## src/rtl/pcn_pkg.sv

```systemverilog
package pcn_pkg;
  localparam int REG_W = 16;

  typedef struct packed {
    logic sampleEn;
    logic snapLoad;
  } pcnStrobes_t;
endpackage

```

## src/rtl/pcn_control.sv

```systemverilog
module pcn_control
  import pcn_pkg::*;
#(
  parameter int PIN_COUNT = 31,
  localparam int WORDS = (PIN_COUNT + REG_W - 1) / REG_W,
  localparam int TOTAL_BITS = WORDS * REG_W,
  localparam int ADDR_W = $clog2(2 * WORDS)
) (
  input  logic                 clk,
  input  logic                 rstN,
  input  logic                 sleep,
  input  logic                 regWrEn,
  input  logic [ADDR_W-1:0]    regAddr,
  input  logic [REG_W-1:0]     regWrData,
  input  logic                 flagClr,
  input  logic                 portRead,
  input  logic                 anyMismatch,
  output pcnStrobes_t          strobes,
  output logic [PIN_COUNT-1:0] armVec,
  output logic [PIN_COUNT-1:0] pullVec,
  output logic [REG_W-1:0]     regRdData,
  output logic                 changeIrq
);
  localparam logic [TOTAL_BITS-1:0] VALID_MASK =
    TOTAL_BITS'((64'd1 << PIN_COUNT) - 64'd1);

  logic [TOTAL_BITS-1:0] armStore;
  logic [TOTAL_BITS-1:0] pullStore;
  logic                  irqFlag;

  always_ff @(posedge clk or negedge rstN) begin
    if (!rstN) begin
      armStore  <= '0;
      pullStore <= '0;
    end else if (regWrEn) begin
      for (int w = 0; w < WORDS; w++) begin
        if (regAddr == ADDR_W'(w))
          armStore[w*REG_W +: REG_W] <= regWrData & VALID_MASK[w*REG_W +: REG_W];
        if (regAddr == ADDR_W'(w + WORDS))
          pullStore[w*REG_W +: REG_W] <= regWrData & VALID_MASK[w*REG_W +: REG_W];
      end
    end
  end

  always_comb begin
    regRdData = '0;
    for (int w = 0; w < WORDS; w++) begin
      if (regAddr == ADDR_W'(w))         regRdData = armStore[w*REG_W +: REG_W];
      if (regAddr == ADDR_W'(w + WORDS)) regRdData = pullStore[w*REG_W +: REG_W];
    end
  end

  // set has priority so that a change seen in the clearing cycle survives
  always_ff @(posedge clk or negedge rstN) begin
    if (!rstN) irqFlag <= 1'b0;
    else       irqFlag <= anyMismatch | (irqFlag & ~flagClr);
  end

  always_comb begin
    strobes.sampleEn = ~sleep;
    strobes.snapLoad = portRead & ~sleep;
  end

  assign armVec    = armStore[PIN_COUNT-1:0];
  assign pullVec   = pullStore[PIN_COUNT-1:0];
  assign changeIrq = irqFlag;
endmodule

```

## src/rtl/pcn_datapath.sv

```systemverilog
module pcn_datapath
  import pcn_pkg::*;
#(
  parameter int PIN_COUNT = 31,
  parameter int SYNC_STAGES = 2
) (
  input  logic                 clk,
  input  logic                 rstN,
  input  pcnStrobes_t          strobes,
  input  logic                 sleep,
  input  logic [PIN_COUNT-1:0] pinIn,
  input  logic [PIN_COUNT-1:0] pinDir,
  input  logic [PIN_COUNT-1:0] armVec,
  input  logic [PIN_COUNT-1:0] pullVec,
  output logic [PIN_COUNT-1:0] portData,
  output logic [PIN_COUNT-1:0] pullEn,
  output logic                 anyMismatch,
  output logic                 wakeReq
);
  logic [PIN_COUNT-1:0] syncStage [SYNC_STAGES];
  logic [PIN_COUNT-1:0] snapshot;

  for (genvar s = 0; s < SYNC_STAGES; s++) begin : g_sync
    always_ff @(posedge clk or negedge rstN) begin
      if (!rstN)                 syncStage[s] <= '0;
      else if (strobes.sampleEn) syncStage[s] <= (s == 0) ? pinIn : syncStage[(s == 0) ? 0 : s - 1];
    end
  end

  always_ff @(posedge clk or negedge rstN) begin
    if (!rstN)                 snapshot <= '0;
    else if (strobes.snapLoad) snapshot <= syncStage[SYNC_STAGES-1];
  end

  assign portData    = syncStage[SYNC_STAGES-1];
  assign anyMismatch = |(armVec & (portData ^ snapshot));
  // raw path: must work with the sampling clock stopped
  assign wakeReq     = sleep & (|(armVec & (pinIn ^ snapshot)));

  for (genvar i = 0; i < PIN_COUNT; i++) begin : g_pull
    assign pullEn[i] = pullVec[i] & pinDir[i];
  end
endmodule

```

## src/rtl/pin_change_notifier.sv

```systemverilog
module pin_change_notifier
  import pcn_pkg::*;
#(
  parameter int PIN_COUNT = 31,
  localparam int WORDS = (PIN_COUNT + REG_W - 1) / REG_W,
  localparam int ADDR_W = $clog2(2 * WORDS)
) (
  input  logic                 clk,
  input  logic                 rstN,
  input  logic                 sleep,
  input  logic                 regWrEn,
  input  logic [ADDR_W-1:0]    regAddr,
  input  logic [REG_W-1:0]     regWrData,
  output logic [REG_W-1:0]     regRdData,
  input  logic                 flagClr,
  input  logic                 portRead,
  input  logic [PIN_COUNT-1:0] pinIn,
  input  logic [PIN_COUNT-1:0] pinDir,
  output logic [PIN_COUNT-1:0] portData,
  output logic [PIN_COUNT-1:0] pullEn,
  output logic                 changeIrq,
  output logic                 wakeReq
);
  pcnStrobes_t          strobes;
  logic [PIN_COUNT-1:0] armVec;
  logic [PIN_COUNT-1:0] pullVec;
  logic                 anyMismatch;

  pcn_control #(.PIN_COUNT(PIN_COUNT)) u_ctrl (
    .clk(clk), .rstN(rstN), .sleep(sleep),
    .regWrEn(regWrEn), .regAddr(regAddr), .regWrData(regWrData),
    .flagClr(flagClr), .portRead(portRead), .anyMismatch(anyMismatch),
    .strobes(strobes), .armVec(armVec), .pullVec(pullVec),
    .regRdData(regRdData), .changeIrq(changeIrq)
  );

  pcn_datapath #(.PIN_COUNT(PIN_COUNT), .SYNC_STAGES(2)) u_dp (
    .clk(clk), .rstN(rstN), .strobes(strobes), .sleep(sleep),
    .pinIn(pinIn), .pinDir(pinDir), .armVec(armVec), .pullVec(pullVec),
    .portData(portData), .pullEn(pullEn), .anyMismatch(anyMismatch),
    .wakeReq(wakeReq)
  );
endmodule

```

## config.mk

```make
export PLATFORM = sky130hd
export DESIGN_NAME = pin_change_notifier
export DESIGN_NICKNAME = d
export VERILOG_FILES = /design/src/rtl/pcn_pkg.sv /design/src/rtl/pcn_control.sv /design/src/rtl/pcn_datapath.sv /design/src/rtl/pin_change_notifier.sv
export SDC_FILE = /design/constraint.sdc
export NUM_CORES = 1
export LEC_CHECK = 0
export BUFFER_PORTS_ARGS = -buffer_cell sky130_fd_sc_hd__buf_2
export CAP_MARGIN = 20
export CELL_PAD_IN_SITES_DETAIL_PLACEMENT = 2
export CELL_PAD_IN_SITES_GLOBAL_PLACEMENT = 2
export CORE_ASPECT_RATIO = 0.6
export CORE_UTILIZATION = 40
export CTS_CLUSTER_DIAMETER = 100
export CTS_CLUSTER_SIZE = 12
export DETAILED_ROUTE_END_ITERATION = 16
export PLACE_DENSITY_LB_ADDON = 0.2
export SYNTH_ARGS = -nofsm -noshare
export SYNTH_HDL_FRONTEND = slang
export SYNTH_SLANG_ARGS = --single-unit
```

## constraint.sdc

```tcl
create_clock -name clk -period 3.9 [get_ports clk]
set_input_delay 0.195 -clock clk [delete_from_list [all_inputs] [get_ports clk]]
set_output_delay 0.195 -clock clk [all_outputs]
set_load 0.03 [all_outputs]
```

## After elaboration in Yosys (flattened, before gate mapping)

Index checks and enable logic that the tools add are counted.

| word-level totals | value |
|---|---|
| flip-flop bits (word level) | 156 |
| word-level logic and storage cells | 63 |
| input bits | 86 |
| output and inout bits | 80 |

| cells by class | value |
|---|---|
| equal/unequal tests | 3 |
| mux-type cells | 4 |
| reductions and logical operators | 7 |
| bitwise operators | 41 |

Operators with widths:

| operator | count |
|---|---|
| 2-to-1 mux 16 bit | 4 |
| AND 31 bit | 2 |
| OR reduction 31 bit | 2 |
| XOR 31 bit | 2 |
| AND 1 bit | 34 |
| AND reduction 2 bit | 4 |
| == test 2 bit (second input constant) | 2 |
| == test 2 x 1 -> 1 bit (second input constant) | 1 |
| zero test 2 bit | 1 |
| inverter 1 bit | 2 |
| bitwise OR 1 bit | 1 |

## Depth between registers and ports, before layout

| depth | value |
|---|---|
| depth in word-level cells | 5 |
| mapped depth | 5 |
| gate-level depth less buffers | 5 |

## Hierarchy

A second synthesis with hierarchy kept.

| unflattened totals | value |
|---|---|
| cells, all modules | 516 |
| area total of the unflattened synthesis | 7478.4 um^2 |

By module, submodules not included:

| module | seq. area each (um^2) | times used | area each (um^2) | cells each |
|---|---|---|---|---|
| pcn_datapath | 2327.2 | 1 | 4687.0 | 358 |
| pcn_control | 1576.5 | 1 | 2791.4 | 158 |

## Worst setup path before layout

No wires, ideal clock.

| path | value |
|---|---|
| path type | register -> output |
| start | reg u_dp.snapshot[3] |
| end | out wakeReq |
| path buffers | 0 |
| required time | 3.705 ns |
| slack | 2.277 ns |
| cell stages (with the launch flop) | 6 |
| arrival time | 1.428 ns |
| path through | dfrtp_1 xor2_1 a22o_1 a221oi_1 nand4_1 o31a_1 |

| on the way | value |
|---|---|
| longest elaborated chain between the ends | 4 |

RTL lines:

| item | line | text |
|---|---|---|
| start: declaration | pcn_datapath.sv:21 | `logic [PIN_COUNT-1:0] snapshot;` |
| start signal: assignment | pcn_datapath.sv:32 | `else if (strobes.snapLoad) snapshot <= syncStage[SYNC_STAGES-1];` |
| XOR 31 bit | pcn_datapath.sv:38 | `assign wakeReq = sleep & (\|(armVec & (pinIn ^ snapshot)));` |
| AND 31 bit | pcn_datapath.sv:38 |  |
| OR reduction 31 bit | pcn_datapath.sv:38 |  |
| AND 1 bit | pcn_datapath.sv:38 |  |
| end: declaration | pin_change_notifier.sv:22 | `output logic wakeReq` |

Every way passes these cells.

## Final worst setup path

| path | value |
|---|---|
| start | reg u_dp.snapshot[2] |
| end | out wakeReq |

Same word-level chain as after synthesis.

==> results.sh <==
export IMPL_min_period_ns=2.51
export IMPL_die_span_in_y_um=108
export IMPL_clock_tree_from_tritoncts="built"
export IMPL_synth_avg_cell_area_um2=14.5
export IMPL_grt_first_pass_wirelength_um=32800
export IMPL_cp_slowest_stage_delay_ns=0.41
export IMPL_worst_ep_required_time_ns=3.70
export IMPL_finalClockSkew_ns=0.0115
export IMPL_post_place_cells=876
export IMPL_report_power_total_mw=5.36
export IMPL_route_detailed_vias_per_inst=5.28
export IMPL_clk_insertion_delay_late_ns=0.44
export IMPL_setup_ws_ns=1.39
export IMPL_post_dp_cell_area_mm2=0.00828
export IMPL_post_route_period_util_pct=64.4
export IMPL_grt_max_degree=105
export IMPL_holdCritPathClass="input port to flip-flop"
export IMPL_crit_path_start="u_dp.snapshot[2]"
export IMPL_wire_per_inst_um=23.9
export IMPL_cellPowerDensity_mw_per_mm2=600
export IMPL_critPathTopFamily="compound AO/OA/AOI/OAI gates"
export IMPL_antenna_cells_inserted=0
export IMPL_area_growth_from_synthesis_to_layout_pct=19.7
export IMPL_hold_wc_startpoint="regWrData[15]"
export IMPL_internal_power_mw=3.62
export IMPL_worst_slew_pin_transition_ns=1.03
export IMPL_drtIter0Drc=247
export IMPL_maximum_fanout_along_the_worst_path=3
export IMPL_p_seq_share_pct=41.8
export IMPL_worst_setup_path_type="flip-flop to primary output"
export IMPL_worst_path_buf_inv=1
export IMPL_cts_buffers=17
export IMPL_finalCoreUtilization_pct=49.2
export IMPL_post_cts_repair_setup_buffers=0
export IMPL_clock_sinks=156
export IMPL_outcome="finished, final reports clean"
export IMPL_yosysUniqueCellTypes=25
export IMPL_yosysMostFrequentCell="sky130_fd_sc_hd__dfrtp_1"
export IMPL_firstDrtPassIters=4
export IMPL_critPathArrivalTime_ns=2.31
export IMPL_remaining_drc_errors=0
export IMPL_dieWidth_um=178
export IMPL_synth_edf_count=0
export IMPL_yosysWarnings=0
export IMPL_hpwlAfterDp_um=15900
export IMPL_post_place_ws_ns=1.92
export IMPL_combPwrFrac_pct=24.0
export IMPL_drv_slew=0
export IMPL_overflow=0
export IMPL_ys_async_sr_fraction_pct=100
export IMPL_cts_root_buf="sky130_fd_sc_hd__clkbuf_16"
export IMPL_clk_transition_reported_paths_ns=0.06
export IMPL_nets=742
export IMPL_groute_usage_overall_pct=24.0
export IMPL_io_pins=166
export IMPL_floorplan_core_area_mm2=0.0182
export IMPL_die_area_mm2=0.0192
export IMPL_port_buffers=165
export IMPL_post_synth_inst_count=516
export IMPL_netlist_top_cells_count="sky130_fd_sc_hd__dfrtp_1, sky130_fd_sc_hd__mux2_2, sky130_fd_sc_hd__xor2_1, sky130_fd_sc_hd__buf_4, sky130_fd_sc_hd__and2_1"
export IMPL_finalSetupTns_ns=0
export IMPL_hold_viol=0
export IMPL_synth_top_area_share_pct=52.3
export IMPL_rsz0062_at_grt="false"
export IMPL_crit_path_start_kind="flip-flop"
export IMPL_worst_slew_margin_pct=31.4
export IMPL_critPathCaptureType="primary output"
export IMPL_finalWeightedCongestion=0.781
export IMPL_starting_density_of_the_core_pct=41.1
export IMPL_ys_seq_elements=156
export IMPL_clock_power_share_pct=34.2
export IMPL_synth_area_top_cells="sky130_fd_sc_hd__dfrtp_1, sky130_fd_sc_hd__mux2_2, sky130_fd_sc_hd__xor2_1, sky130_fd_sc_hd__mux4_2, sky130_fd_sc_hd__buf_4"
export IMPL_cp_cell_sequence="xor2_1 -> a22o_1 -> a221oi_1 -> nand4_1 -> o31a_1 -> buf_2"
export IMPL_critical_path_reg2reg_startpoint="u_dp.portData[27]"
export IMPL_antenna_found_initial=0
export IMPL_timing_hold_ws_ns=0.0163
export IMPL_net_switching_power_mw=1.74
export IMPL_layout_drive_gt1_share_pct=55.6
export IMPL_grt_pass1_vias=5277
export IMPL_cts_htree_levels=4
export IMPL_synth_top_flop_cell="sky130_fd_sc_hd__dfrtp_1"
export IMPL_timing_max_cap_violations=0
export IMPL_vdd_drop_max_uv=235
export IMPL_route_final_wire_length_um=21700
export IMPL_final_design_area_no_fill_mm2=0.00893
export IMPL_timing_limited_maximum_frequency_mhz=398
export IMPL_power_leakage_nw=4.05
export IMPL_rows=38
export IMPL_setup_violations=0
export IMPL_synth_net_count=602
export IMPL_post_synth_instance_area_mm2=0.00746
export IMPL_final_cells=909
export IMPL_drtAntennaViolNets=0
export IMPL_synth_seq_area_share_pct=52.3
export IMPL_synth_area_leader_cell="sky130_fd_sc_hd__dfrtp_1"
export IMPL_power_share_switching_pct=32.4
export IMPL_route_vias_total=4802
export IMPL_critical_path_slowest_cell="sky130_fd_sc_hd__dfrtp_1"
export IMPL_clk_path_buf_depth=2
-- logic make-up (layout without fill, tap and decap cells) --
logic type                Yosys count  count (layout)  share of synthesized area, %
muxes                             171             171                          28.1
DFF                               156             156                          52.3
xor gates and xnor gates           62              62                          7.28
and+or+nand+nor                    46              46                          4.31
buffers and inverters              49             202                          4.66
AOI/OAI and AO/OA                  32              32                          3.34
-- worst reg2reg max path, cell delays in order, from the launching register on --
cell and delay (ns):
sky130_fd_sc_hd__dfrtp_1 0.44, sky130_fd_sc_hd__xor2_1 0.18, sky130_fd_sc_hd__a22oi_1 0.34, sky130_fd_sc_hd__nand4_1 0.12
sky130_fd_sc_hd__or4_1 0.56
-- state kept, by name, summed over array words and instances (netlist names) --
signal            cells
u_ctrl.pullStore     31
u_ctrl.changeIrq      1
u_dp.portData        31
u_ctrl.armStore      31
u_dp.snapshot        31
u_dp.syncStage       31
-- path summary, 6_finish.rpt --
| path | endpoint | slack [ns] | cells past startpoint |
|---|---|---|---|
| worst max-delay path | wakeReq | 1.39 | 6 |
| worst min-delay path | u_ctrl.armStore[15] | 0.02 | 2 |
| worst max register to register | u_ctrl.changeIrq | 2.13 | 4 |
| worst min register to register | u_dp.portData[19] | 0.50 | 1 |
| max in group asynchronous | u_dp.portData[9] | 2.41 | 3 |
| min in group asynchronous | u_ctrl.pullStore[30] | 0.40 | 2 |
-- metal layers --
metal	wire length (um)	vias to the layer above	track usage, %
met5	0	-	0
met2	10100	133	37.1
met4	238	0	7.26
met3	1210	19	5.05
met1	10100	2542	33.7
li1	-	2108	-
-- layout make-up --
cell class	instances	area, um2
Clock buffer	21	450
Clock inverter	11	191
Fill cell	1772	9240
Multi-Input combinational cell	311	3210
Sequential cell	156	3900
Tap cell	240	300
Timing Repair Buffer	170	872
-- placed cells by master, fill, tap and decap left out, types with 2 or more instances in the layout --
cell type / n
sky130_fd_sc_hd__clkinv_2: 2
sky130_fd_sc_hd__a22o_1: 3
sky130_fd_sc_hd__and2_1: 31
sky130_fd_sc_hd__clkbuf_1: 3
sky130_fd_sc_hd__bufinv_16: 5
sky130_fd_sc_hd__a221oi_1: 3
sky130_fd_sc_hd__buf_2: 164
sky130_fd_sc_hd__mux4_2: 15
sky130_fd_sc_hd__xor2_1: 62
sky130_fd_sc_hd__clkinvlp_4: 3
sky130_fd_sc_hd__nand4_1: 7
sky130_fd_sc_hd__a22oi_1: 23
sky130_fd_sc_hd__clkbuf_16: 17
sky130_fd_sc_hd__dfrtp_1: 156
sky130_fd_sc_hd__buf_4: 4
sky130_fd_sc_hd__mux2_2: 154
-- power by group through the flow --
stage / Combinational [mW] / Sequential, mW / Clock [mW]
2_1_floorplan: 0.963 / 2.12 / 0
3_3_place_gp: 1.23 / 2.23 / 0
3_5_place_dp: 1.28 / 2.26 / 0
4_1_cts: 1.30 / 2.24 / 1.87
5_1_grt: 1.37 / 2.28 / 1.93
6_report: 1.29 / 2.24 / 1.83
-- repair_timing --
item                       in CTS  in global routing
gates resized for setup         0                  0
setup endpoints to repair       0                  0
hold endpoints to repair      102                  0
hold buffers                    1                  0
(Power assumes the default switching activity.)
